### src/rtl/strobe_timer_pkg.sv
package strobe_timer_pkg;

  // Bits needed to hold PULSE_W-2 down to -1 as a signed value.
  function automatic int cnt_width(int pulse_w);
    return $clog2(pulse_w) + 1;
  endfunction

endpackage

### src/rtl/strobe_down_counter.sv
module strobe_down_counter #(
  parameter int W    = 8,
  parameter int LOAD = 98
) (
  input  logic clk_i,
  input  logic rst_ni,
  input  logic load_i,
  input  logic dec_i,
  output logic done_o
);

  localparam logic signed [W-1:0] LoadVal = W'(LOAD);

  logic signed [W-1:0] cnt_q;

  // Reset parks the counter at -1: sign bit set means idle.
  always_ff @(posedge clk_i or negedge rst_ni) begin
    if (!rst_ni)                      cnt_q <= '1;
    else if (load_i)                  cnt_q <= LoadVal;
    else if (dec_i && !cnt_q[W-1])    cnt_q <= cnt_q - 1'b1;
  end

  assign done_o = cnt_q[W-1];

endmodule

### src/rtl/strobe_flag.sv
module strobe_flag (
  input  logic clk_i,
  input  logic rst_ni,
  input  logic set_i,
  input  logic done_i,
  output logic flag_o
);

  logic flag_q;

  always_ff @(posedge clk_i or negedge rst_ni) begin
    if (!rst_ni) flag_q <= 1'b0;
    else         flag_q <= set_i | (flag_q & ~done_i);
  end

  assign flag_o = flag_q;

endmodule

### src/rtl/strobe_timer.sv
module strobe_timer #(
  parameter int PULSE_W = 100
) (
  input  logic clk_i,
  input  logic rst_ni,
  input  logic trig_i,
  output logic strobe_o,
  output logic busy_o
);

  localparam int CntW = strobe_timer_pkg::cnt_width(PULSE_W);
  localparam int Load = PULSE_W - 2;

  if (PULSE_W < 2) begin : g_bad_width
    $error("strobe_timer: PULSE_W must be at least 2");
  end

  logic cnt_done;
  logic strobe_q;

  strobe_down_counter #(
    .W    (CntW),
    .LOAD (Load)
  ) i_cnt (
    .clk_i  (clk_i),
    .rst_ni (rst_ni),
    .load_i (trig_i),
    .dec_i  (strobe_q),
    .done_o (cnt_done)
  );

  strobe_flag i_flag (
    .clk_i  (clk_i),
    .rst_ni (rst_ni),
    .set_i  (trig_i),
    .done_i (cnt_done),
    .flag_o (strobe_q)
  );

  assign strobe_o = strobe_q;
  assign busy_o   = strobe_q;

endmodule

### config.mk
export PLATFORM = sky130hd
export DESIGN_NAME = strobe_timer
export DESIGN_NICKNAME = d
export VERILOG_FILES = /design/src/rtl/strobe_timer_pkg.sv /design/src/rtl/strobe_down_counter.sv /design/src/rtl/strobe_flag.sv /design/src/rtl/strobe_timer.sv
export SDC_FILE = /design/constraint.sdc
export NUM_CORES = 1
export LEC_CHECK = 0
export BUFFER_PORTS_ARGS = -buffer_cell sky130_fd_sc_hd__buf_2
export CAP_MARGIN = 20
export CORE_AREA = 2 2 39 41
export DETAILED_ROUTE_END_ITERATION = 8
export DIE_AREA = 0 0 41 43
export PLACE_DENSITY_LB_ADDON = 0.25
export SKIP_LAST_GASP = 1
export SLEW_MARGIN = 5
export SYNTH_ARGS = -nofsm -noshare
export SYNTH_HDL_FRONTEND = slang
export SYNTH_SLANG_ARGS = --single-unit
export TNS_END_PERCENT = 50
### constraint.sdc
create_clock -name clk_i -period 1.8 [get_ports clk_i]
set_clock_uncertainty 0.2 [all_clocks]
set_input_delay 0.27 -clock clk_i [delete_from_list [all_inputs] [get_ports clk_i]]
set_output_delay 0.27 -clock clk_i [all_outputs]
set_load 0.01 [all_outputs]
* Word level (Yosys, flattened, before mapping) *
Cells that the tools add are included.
W data, S select, Z words.

cells by class
  add/sub/neg operators = 1
  multiplexer cells = 2
  bitwise logic cells = 3
  reductions and logical operators = 3

operators with widths
  operator               number
  $mux W8                2
  $sub A8 B1 Y8 const B  1
  $reduce_bool A2 Y1     1
  $and A1 B1 Y1          1
  $logic_and A1 B1 Y1    1
  $logic_not A1 Y1       1
  $not A1 Y1             1
  $or A1 B1 Y1           1

word-level totals
  register bits after elaboration = 9
  output and inout bits = 2
  bits of input ports = 3
  logic and storage cells = 11

* Longest topological paths before layout *
Gate-level depths: netlist of run 1.

  word-level depth = 4
  mapped depth = 5
  gate-level depth less buffers = 5

* By module *
Synthesis of run 1 repeated with hierarchy kept, for this count alone.

second synthesis, totals
  cell total of the unflattened synthesis = 43
  area, all modules = 471.7 sq um

by module, submodules not included
  module               seq. area each (sq um)  area each (sq um)  instances  cells each
  strobe_down_counter  210.2                   427.9              1          39
  strobe_flag          25.0                    36.3               1          3
  strobe_timer         0.0                     7.5                1          1

* Least setup slack after synthesis of run 1 *
No wires, ideal clock.

  path kind = register to register
  start = register i_cnt.cnt_q[0]
  end = register i_cnt.cnt_q[6]
  data required time = 1.525 ns
  cell stages (with the launch flop) = 6
  period minus slack after synthesis = 1.605 ns
  slack = 0.195 ns
  library setup time = 0.075 ns
  arrival = 1.330 ns
  path buffers = 0
  cells stage by stage = dfstp_2 -> inv_1 -> ha_1 -> or3b_1 -> nor4_1 -> mux2i_1

between the ends
  word-level cells in the longest chain between the ends = 3

ends and longest elaborated chain
  item                    RTL line                   source
  start, declared         strobe_down_counter.sv:14  logic signed [W-1:0] cnt_q;
  start signal, assigned  strobe_down_counter.sv:19  else if (load_i) cnt_q <= LoadVal;
  start signal, assigned  strobe_down_counter.sv:20  else if (dec_i && !cnt_q[W-1]) cnt_q <= cnt_q - 1'b1;
  $sub A8 B1 Y8           strobe_down_counter.sv:20
  $mux W8                 strobe_down_counter.sv:20
  $mux W8                 strobe_down_counter.sv:19

No other way between the ends. The select of a mux whose other input is x is not followed.
A chain may end at the register's enable or synchronous reset.

* Worst setup path after layout of run 1 *
Ends and elaborated chain as after synthesis.

==> results.md, run 1 <==
- Status: finished, final reports clean
- Setup TNS: 0 ps
- Delay-heaviest family, CP: simple AND/OR/NAND/NOR gates
- Power Density: 894 mW/mm²
- Via count: between 300 and 400
- Worst-skew pair later-pin latency: between 200 and 300 ps
- H-tree depth: 1
- CP endpoint kind: flop
- Worst Path Required: 1780 ps
- Post-route minimum period: 1690 ps
- IO Port Bufs: 4
- Final ANT Viol Nets: 0
- Post-Synthesis Cells: 44
- DR WL/cell: 12.5 µm
- Worst path cell trace: inv_1 > ha_1 > or3b_1 > nor4_2 > mux2i_1
- CP max stage delay: 360 ps
- Max_cap viols: 0
- Mean post-synth cell area: around 11 µm²
- Crit Path Category: flop to flop
- Syn Nets: 48
- Initial DRC count: 2
- Num rows: 14
- HP Class: primary input to flop
- Critical Path Start: i_cnt.cnt_q[0]
- Layout cells sized above 1: 0.380
- Die Wd: roughly 41 µm
- RSZ-0062 raised after global routing: no
- Total CTS buffers: 3
- Most common cell after layout, fill and taps aside: dfstp_2
- Grt ovf: 0
- Final #Nets: 55
- Max Buffers Root-to-Sink: 2
- Worst R2R End: i_cnt.cnt_q[6]
- First-pass GRT wire length: around 1.4 mm
- Worst Reg-to-Reg Cells: 5
- Worst path buffer plus inverter count: 1
- Initial antenna violation count: 0
- R2r setup slk: roughly 110 ps
- Slew margin rel.: 0.756
- DRT Pass-1 Iters: 4
- Worst VDD drop: ~0.00046 V
- Clock Sinks: 9
- Hold path cells: 2
- Fin Hold WS: 62.0 ps
- # diodes: 0
- Worst r2r src: i_cnt.cnt_q[0]
- Hold Crit Endpoint: i_cnt.cnt_q[3]
- Final WL: 825 µm
- Part of the cycle the worst path needs: 0.936
- Total GRT Usage: 0.129
- Chip height: 43 µm
- Worst slew pin tran: ~360 ps
- Placed cells: around 60
- GPL Wtd Cong: 0.747
- Count of pins over their slew limit: 0
- CTS tree: built
- Initial Utilization: 0.335
- Largest net degree at the start of global routing: 12
- Layout Utilization: 0.383
- Vias/cell: approximately 5.0
- Register area share after synthesis: 0.508
- Slowest CP cell: dfstp_2
- CTS clk-pin slew, worst paths: 70 ps
- Vias in the first global route: between 300 and 400
- Maximum clock frequency: just under 600 MHz
- Commonest non-fill, non-tap cells in the layout: 8 x dfstp_2, 5 x nor2_1, 4 x buf_2
- Crit Path Max Fanout: 2
- P_leak: around 0.00021 µW
- Setup Viol. Count Final: 0
- YS warnings: 0
- Post-synth cell types: 25
- Die ar.: between 0.0015 and 0.002 mm²
- Root Buffer: clkbuf_4
- Worst Hold Launch: trig_i
- Worst Path Arrival: around 1700 ps
- Post-CTS Setup Bufs: 0
- Core ar.: about 0.0014 mm²
- IO Pins: 5
- Detailed placer's ending HPWL: 597 µm
- CP startpoint kind: flop
- Final Hold Violating Endpoints: 0
- Area delta synth->final: 14.6%
- Non-Filler Instances: 66
- # DRC: 0
- Cell area after synthesis: 463 µm²
- Synthesized flop and latch total: 9
-- layout make-up --
class	count	area, µm²
timing repair buffer	5	30.0
sequential	9	235
tap	16	20.0
multi-input combinational	29	208
inverter	3	11.3
clock buffer	4	26.3
fill	142	853
-- report_power, final --
| part | internal [µW] | switching, µW |
|---|---|---|
| sequential | 233 | 17.9 |
| combinational | 32.0 | 31.6 |
| clock | 85.6 | 74.3 |
| total | 351 | 124 |
-- routing by layer --
metal,part of all wire,GRT usage,up-vias
li1,-,-,160
met1,0.44,0.147,162
met2,0.50,0.178,6
met3,0.050,0.0785,3
met4,0.015,0.0733,0
met5,0,0,-
-- worst max path at each step --
stage	end	cells past startpoint
2_1_floorplan	i_cnt.cnt_q[6]	5
3_3_place_gp	i_cnt.cnt_q[6]	5
3_5_place_dp	i_cnt.cnt_q[6]	5
4_1_cts	i_cnt.cnt_q[6]	5
5_1_grt	i_cnt.cnt_q[6]	5
6_report	i_cnt.cnt_q[6]	5
-- flip-flops by register name (all words and copies together), names as in the netlist --
| name | cells |
|---|---|
| i_cnt.cnt_q | 8 |
| i_flag.flag_o | 1 |
-- cells in the mapped netlist --
cell type,n,area [µm²]
dfstp_2,8,210
nor2_1,5,18.8
inv_1,3,11.3
nor2b_1,3,18.8
clkbuf_1,2,7.51
mux2i_1,2,20.0
nand2_1,2,7.51
nor3_1,2,10.0
a21oi_1,1,5.00
a22o_1,1,8.76
buf_4,1,7.51
dfrtp_1,1,25.0
ha_1,1,12.5
mux2_2,1,11.3
nand2b_1,1,6.26
nand3b_1,1,7.51
nor4_1,1,6.26
nor4_2,1,12.5
o211ai_1,1,7.51
o21ai_0,1,5.00
or3_1,1,6.26
or3_4,1,11.3
or3b_1,1,8.76
xnor2_1,1,8.76
xor2_1,1,8.76
-- logic make-up (layout without fill, tap and decap cells) --
group	count (synthesis)	count (layout)	synth area share
AOI/OAI and AO/OA	4	4	0.0567
xor gates and xnor gates	2	2	0.0378
adders and majority gates	1	1	0.0270
buffers and inverters	6	12	0.0568
DFF	9	9	0.508
muxes	3	3	0.0676
and+or+nand+nor	19	19	0.246
-- what timing repair did --
item                                    in CTS  in global routing
endpoints found under the setup margin       0                  1
endpoints found under the hold margin        9                  0
hold buffers                                 1                  0
resized for setup                            0                  1
-- metrics by stage --
stage               cell area (µm²)  setup WS [ps]  total power (µW)
finish                          531            115               474
detailed placement              488           51.7               315
global placement                488           99.2               313
floorplan                       463            195               296
global route                    531           38.0               500
CTS                             524           36.1               478
No activity file was read; power rests on OpenSTA's default activity.
==> run 2, diff against run 1 <==
--- a/config.mk
+++ b/config.mk
@@ -5,6 +5,7 @@
 export SDC_FILE = /design/constraint.sdc
 export NUM_CORES = 1
 export LEC_CHECK = 0
+export ABC_AREA = 1
 export BUFFER_PORTS_ARGS = -buffer_cell sky130_fd_sc_hd__buf_2
 export CAP_MARGIN = 20
 export CORE_AREA = 2 2 39 41
==> constraint.sdc (replaced) <==
create_clock -name clk_i -period 1.8 [get_ports clk_i]
set_clock_uncertainty 0.2 [all_clocks]
set_input_delay 0.18 -clock clk_i [delete_from_list [all_inputs] [get_ports clk_i]]
set_output_delay 0.18 -clock clk_i [all_outputs]
set_load 0.01 [all_outputs]
==> results.md, run 2 <==
- Die Wd: 41 µm (unchanged)
- Area share of and/or/nand/nor cells after synthesis: 0.336 (+0.0900)
- Post-Synth XOR/XNOR Area: 0 (-0.0378)
- Crit Path Max Fanout: 5 (+3)
- Design area: 563 µm² (+6.1%)
- Detailed placer's ending HPWL: 695 µm (+16%)
- Ys flop type: dfstp_2
- Post-synth ARST share: 1.00 (unchanged)
- Max_cap viols: 0 (unchanged)
- Crit Path Category: flop to flop
- Worst Path Required: 1800 ps (+20 ps)
- Maximum clock frequency: 703 MHz (+18%)
- RSZ-0062 raised after global routing: no
- Vias in the first global route: 386 (+16%)
- Initial DRC count: 6 (+4)
- Num rows: 14 (unchanged)
- YS warnings: 0 (unchanged)
- Syn Nets: 65 (+35%)
- Worst path buffer plus inverter count: 1 (unchanged)
- Multiplexer share of the synthesized area: 0 (-0.0676)
- # diodes: 0 (unchanged)
- Core ar.: 0.00138 mm² (unchanged)
- Most common cell after layout, fill and taps aside: nand2_1
- Worst Path Arrival: 1420 ps (-250 ps)
- GPL Wtd Cong: 0.765 (+2.4%)
- Post-synth EDFFs: 0 (unchanged)
- Power Density: 879 mW/mm² (-1.7%)
- Via count: 402 (+21%)
- Worst slew pin tran: 207 ps (-155 ps)
- Clock Sinks: 9 (unchanged)
- Root Buffer: clkbuf_4
- Layout Utilization: 0.407 (+0.0235)
- Final ANT Viol Nets: 0 (unchanged)
- Final #Nets: 75 (+36%)
- DRT Pass-1 Iters: 4 (unchanged)
- Setup TNS: 0 ps (unchanged)
- Die ar.: 0.00176 mm² (unchanged)
- DR WL/cell: 10.8 µm (-14%)
- Top post-synthesis cells by area: dfstp_2 43%, nand2_1 11%, nand3_1 10%, inv_1 6.2%, dfrtp_1 5.2%
- Worst-skew pair later-pin latency: 270 ps (about the same)
- Top-count cell post-synth: nand2_1
- CTS clk-pin slew, worst paths: 70 ps (about the same)
- Setup Viol. Count Final: 0 (unchanged)
- CP startpoint kind: flop
- Initial antenna violation count: 0 (unchanged)
- Cell area after synthesis: 484 µm² (+4.6%)
- # DRC: 0 (unchanged)
- CTS tree: built
- IO Port Bufs: 4 (unchanged)
- Top cells by count, synth: 14 x nand2_1, 10 x nand3_1, 8 x dfstp_2, 8 x inv_1
- IO Pins: 5 (unchanged)
- CP max stage delay: 510 ps (+150 ps)
- P_leak: 0.000269 µW (+30%)
- Post-synth cell types: 16 (-36%)
- Final WL: 926 µm (+12%)
- First-pass GRT wire length: 1.52 mm (+6.3%)
- Adder-cell share of the synthesized area: 0.0258 (-0.00119)
- Most flop-heavy register: i_cnt.cnt_q
- Slew margin rel.: 0.862 (+0.105)
- Max Buffers Root-to-Sink: 2 (unchanged)
- Post-Synthesis Cells: 61 (+39%)
- Total GRT Usage: 0.135 (+0.00656)
- Vias/cell: 4.67 (-6.8%)
- Register area share after synthesis: 0.486 (-0.0223)
- Mean post-synth cell area: 7.94 µm² (-25%)
- Largest net degree at the start of global routing: 10 (-2)
- CP endpoint kind: flop
- Worst VDD drop: 0.000319 V (-31%)
- HP Class: primary input to asynchronous set/reset pin
- Largest register FFs: 8 (unchanged)
- Synthesized flop and latch total: 9 (unchanged)
- Post-synth top area cell: dfstp_2
- Compound-Gate Fraction of Synth Area: 0.0594 (+0.00267)
- Slowest CP cell: dfstp_2
- Count of pins over their slew limit: 0 (unchanged)
- Layout cells sized above 1: 0.329 (-0.0514)
- Post-route minimum period: 1420 ps (-262 ps)
- Grt ovf: 0 (unchanged)
- H-tree depth: 1 (unchanged)
- Commonest non-fill, non-tap cells in the layout: 14 x nand2_1, 10 x nand3_1, 8 x inv_1, 8 x dfstp_2
- Final Hold Violating Endpoints: 0 (unchanged)
- Total CTS buffers: 3 (unchanged)
- Most frequent CP cell: nand3_1
- Chip height: 43 µm (unchanged)
- Status: finished, final reports clean
- Placement Cell Area: 517 µm² (+5.9%)
- Worst path cell trace: inv_1 > ha_1 > nand3_1 > nor2_2 > nand3_1 > nand3_1
- Part of the cycle the worst path needs: 0.790 (-0.146)
- Initial Utilization: 0.350 (+0.0154)
- Largest family of logic cells by synthesized area: simple AND/OR/NAND/NOR gates
- Post-synth top area share: 0.434 (-0.0199)
- Delay-heaviest family, CP: flip-flops
- Area delta synth->final: 16.3%
-- run 2: final timing paths --
check | start | endpoint | slack [ps] | depth (start not counted)
min reg2reg | i_cnt.cnt_q[6] | i_cnt.cnt_q[6] | 300 | 2
max in group asynchronous | rst_ni | i_cnt.cnt_q[4] | 1070 | 2
max reg2reg | i_cnt.cnt_q[0] | i_cnt.cnt_q[6] | 380 | 6
min in group clk_i | i_cnt.cnt_q[6] | i_cnt.cnt_q[6] | 300 | 2
min | rst_ni | i_flag.flag_o | 90 | 2
max | i_cnt.cnt_q[0] | i_cnt.cnt_q[6] | 380 | 6
-- run 2: logic make-up (layout without fill, tap and decap cells) --
family / count (synthesis) / count (layout)
compound gates: 5 / 5
flops: 9 / 9
simple gates: 35 / 35
buf+inv: 11 / 20
fa+ha+maj: 1 / 1
-- run 2: what timing repair did --
item | 4_1_cts | 5_1_grt
resized for setup | 0 | 0
endpoints found under the hold margin | 11 | 0
hold buffers | 2 | 0
setup buffers | 0 | 0
-- run 2: final cells by class --
cell class | count | area, µm²
fillers | 148 | 821
flip-flops and latches | 9 | 235
multi-input cells | 41 | 204
repair buffers | 6 | 40.0
inverters | 10 | 37.5
clock buffers | 4 | 26.3
well taps | 16 | 20.0
-- run 2: metrics by stage --
stage,setup WS (ps),total power (µW),std cells,hold WS [ps]
2_1_floorplan,464,308,61,-316
3_3_place_gp,404,329,80,-157
3_5_place_dp,377,330,80,-156
4_1_cts,360,501,86,90.3
5_1_grt,274,527,86,130
6_report,377,495,86,87.2
-- run 2: report_power, final --
group	leakage [µW]	total, µW	internal, µW	switching (µW)
clock network	0.0000150	166	85.9	80.2
registers	0.0000923	247	231	16.2
logic	0.000161	81.9	31.8	50.1
-- run 2: metal layers --
| metal | part of all wire | track usage | up-vias |
|---|---|---|---|
| met5 | 0 | 0 | - |
| met4 | 0.039 | 0.100 | 0 |
| met3 | 0.030 | 0.0314 | 5 |
| met2 | 0.48 | 0.219 | 6 |
| li1 | - | - | 209 |
| met1 | 0.44 | 0.141 | 182 |
==> run 3, diff against run 2 <==
--- a/config.mk
+++ b/config.mk
@@ -5,7 +5,7 @@
 export SDC_FILE = /design/constraint.sdc
 export NUM_CORES = 1
 export LEC_CHECK = 0
-export ABC_AREA = 1
+export ABC_AREA = 0
 export BUFFER_PORTS_ARGS = -buffer_cell sky130_fd_sc_hd__buf_2
 export CAP_MARGIN = 20
 export CORE_AREA = 2 2 39 41
==> constraint.sdc (replaced) <==
create_clock -name clk_i -period 1.37 [get_ports clk_i]
set_clock_uncertainty 0.2 [all_clocks]
set_input_delay 0.137 -clock clk_i [delete_from_list [all_inputs] [get_ports clk_i]]
set_output_delay 0.137 -clock clk_i [all_outputs]
set_load 0.01 [all_outputs]
==> results.md, run 3 (same netlist as run 1, synthesis figures left out) <==
- # DRC: 0 (unchanged)
- Via count: 347 (-14%)
- Largest register FFs: 8 (unchanged)
- IO Pins: 5 (unchanged)
- Count of pins over their slew limit: 0 (unchanged)
- Root Buffer: clkbuf_4
- Most common cell after layout, fill and taps aside: dfstp_2
- Worst-skew pair later-pin latency: 260 ps (about the same)
- Slowest CP cell: dfstp_2
- Part of the cycle the worst path needs: 1.18 (+0.391)
- Post-route minimum period: 1620 ps (+195 ps)
- Chip height: 43 µm (unchanged)
- CP startpoint kind: flop
- Delay-heaviest family, CP: simple AND/OR/NAND/NOR gates
- Status: finished with violations
- Maximum clock frequency: 618 MHz (-12%)
- Worst Path Required: 1360 ps (-440 ps)
- GPL Wtd Cong: 0.704 (-8.0%)
- Total GRT Usage: 0.133 (-0.00202)
- Initial DRC count: 4 (-2)
- Setup Viol. Count Final: 6 (+6)
- DR WL/cell: 12.7 µm (+18%)
- Worst path buffer plus inverter count: 1 (unchanged)
- Worst path cell trace: inv_2 > ha_4 > or3b_1 > nor4_2 > mux2i_1
- Clock Sinks: 9 (unchanged)
- Area delta synth->final: 33.5%
- Slew margin rel.: 0.802 (-0.0604)
- Worst slew pin tran: 295 ps (+88.1 ps)
- Max_cap viols: 0 (unchanged)
- Final worst slack: -248 ps (-625 ps)
- DRT Pass-1 Iters: 4 (unchanged)
- Initial antenna violation count: 0 (unchanged)
- Final WL: 942 µm (+1.7%)
- Commonest non-fill, non-tap cells in the layout: 8 x dfstp_2, 7 x buf_4, 5 x nor2_1
- Pre-CTS WS: -261 ps (-638 ps)
- Crit Path Category: flop to flop
- IO Port Bufs: 4 (unchanged)
- CP endpoint kind: flop
- Worst VDD drop: 0.000624 V (+96%)
- Final ANT Viol Nets: 0 (unchanged)
- P_leak: 0.000247 µW (-8.1%)
- Worst Path Arrival: 1610 ps (+190 ps)
- Die Wd: 41 µm (unchanged)
- Layout Utilization: 0.447 (+0.0398)
- H-tree depth: 1 (unchanged)
- Failing checks: negative setup slack
- Vias/cell: 4.69 (+0.32%)
- Initial Utilization: 0.335 (-0.0154)
- Most flop-heavy register: i_cnt.cnt_q
- Max Buffers Root-to-Sink: 2 (unchanged)
- Total CTS buffers: 3 (unchanged)
- CTS clk-pin slew, worst paths: 60 ps (about the same)
- Setup TNS: -965 ps (-965 ps)
- # diodes: 0 (unchanged)
- Num rows: 14 (unchanged)
- Die ar.: 0.00176 mm² (unchanged)
- Crit Path Max Fanout: 2 (-3)
- R2r setup slk: -250 ps (-630 ps)
- Grt ovf: 0 (unchanged)
- Core ar.: 0.00138 mm² (unchanged)
- Detailed placer's ending HPWL: 666 µm (-4.1%)
- Power Density: 1100 mW/mm² (+25%)
- Final Hold Violating Endpoints: 0 (unchanged)
- Final #Nets: 63 (-16%)
- Layout cells sized above 1: 0.534 (+0.206)
- HP Class: primary input to asynchronous set/reset pin
- Vias in the first global route: 343 (-11%)
- First-pass GRT wire length: 1.52 mm (unchanged)
- CP max stage delay: 370 ps (-140 ps)
- RSZ-0062 raised after global routing: yes
- Largest net degree at the start of global routing: 12 (+2)
- CTS tree: built
run 3: changes by cell type in the layout (fill, tap and decap cells not counted), sizes merged, moves of 3 or more:
cell / delta
nand2: -13
nand3: -10
buf: +7
inv: -7
nor2: -3
nor2b: +3
run 3: path summary, 6_finish.rpt:
| path | start | to | cells after the start |
|---|---|---|---|
| min in group clk_i | i_cnt.cnt_q[6] | i_cnt.cnt_q[6] | 2 |
| max reg2reg | i_cnt.cnt_q[0] | i_cnt.cnt_q[6] | 5 |
| min reg2reg | i_cnt.cnt_q[6] | i_cnt.cnt_q[6] | 2 |
| min | rst_ni | i_flag.flag_o | 2 |
| max in group asynchronous | rst_ni | i_cnt.cnt_q[1] | 2 |
| max | i_cnt.cnt_q[0] | i_cnt.cnt_q[6] | 5 |
run 3: metal layers:
metal / vias to the layer above / track usage / wire length [µm]
met5: - / 0 / 0
met4: 0 / 0.0600 / 15
met3: 2 / 0.0314 / 27
met2: 6 / 0.200 / 468
met1: 162 / 0.174 / 430
li1: 177 / - / -
run 3: area by class of cell:
cell class / instances / area [µm²]
Fill cell: 140 / 766
Sequential cell: 9 / 235
Multi-Input combinational cell: 29 / 233
Timing Repair Buffer: 13 / 92.6
Clock buffer: 4 / 26.3
Tap cell: 16 / 20.0
Inverter: 3 / 11.3
run 3: timing repair:
item	in CTS	in global routing
hold buffers	2	0
endpoints found under the hold margin	12	0
buffers inserted	2	0
pin swaps	1	0
endpoints found under the setup margin	6	8
gates resized for setup	4	1
run 3: power by group:
group / switching (µW) / internal, µW
clock network: 101 / 113
logic: 59.4 / 77.1
registers: 22.3 / 306
total: 183 / 495
run 3: per-stage QoR:
step	hold slack (ps)	total power (µW)	instance area (µm²)	instances
finish	50.3	678	618	74
global route	76.3	714	618	74
floorplan	-359	393	472	44
global placement	-200	434	534	66
detailed placement	-199	437	534	66
CTS	60.0	678	614	74
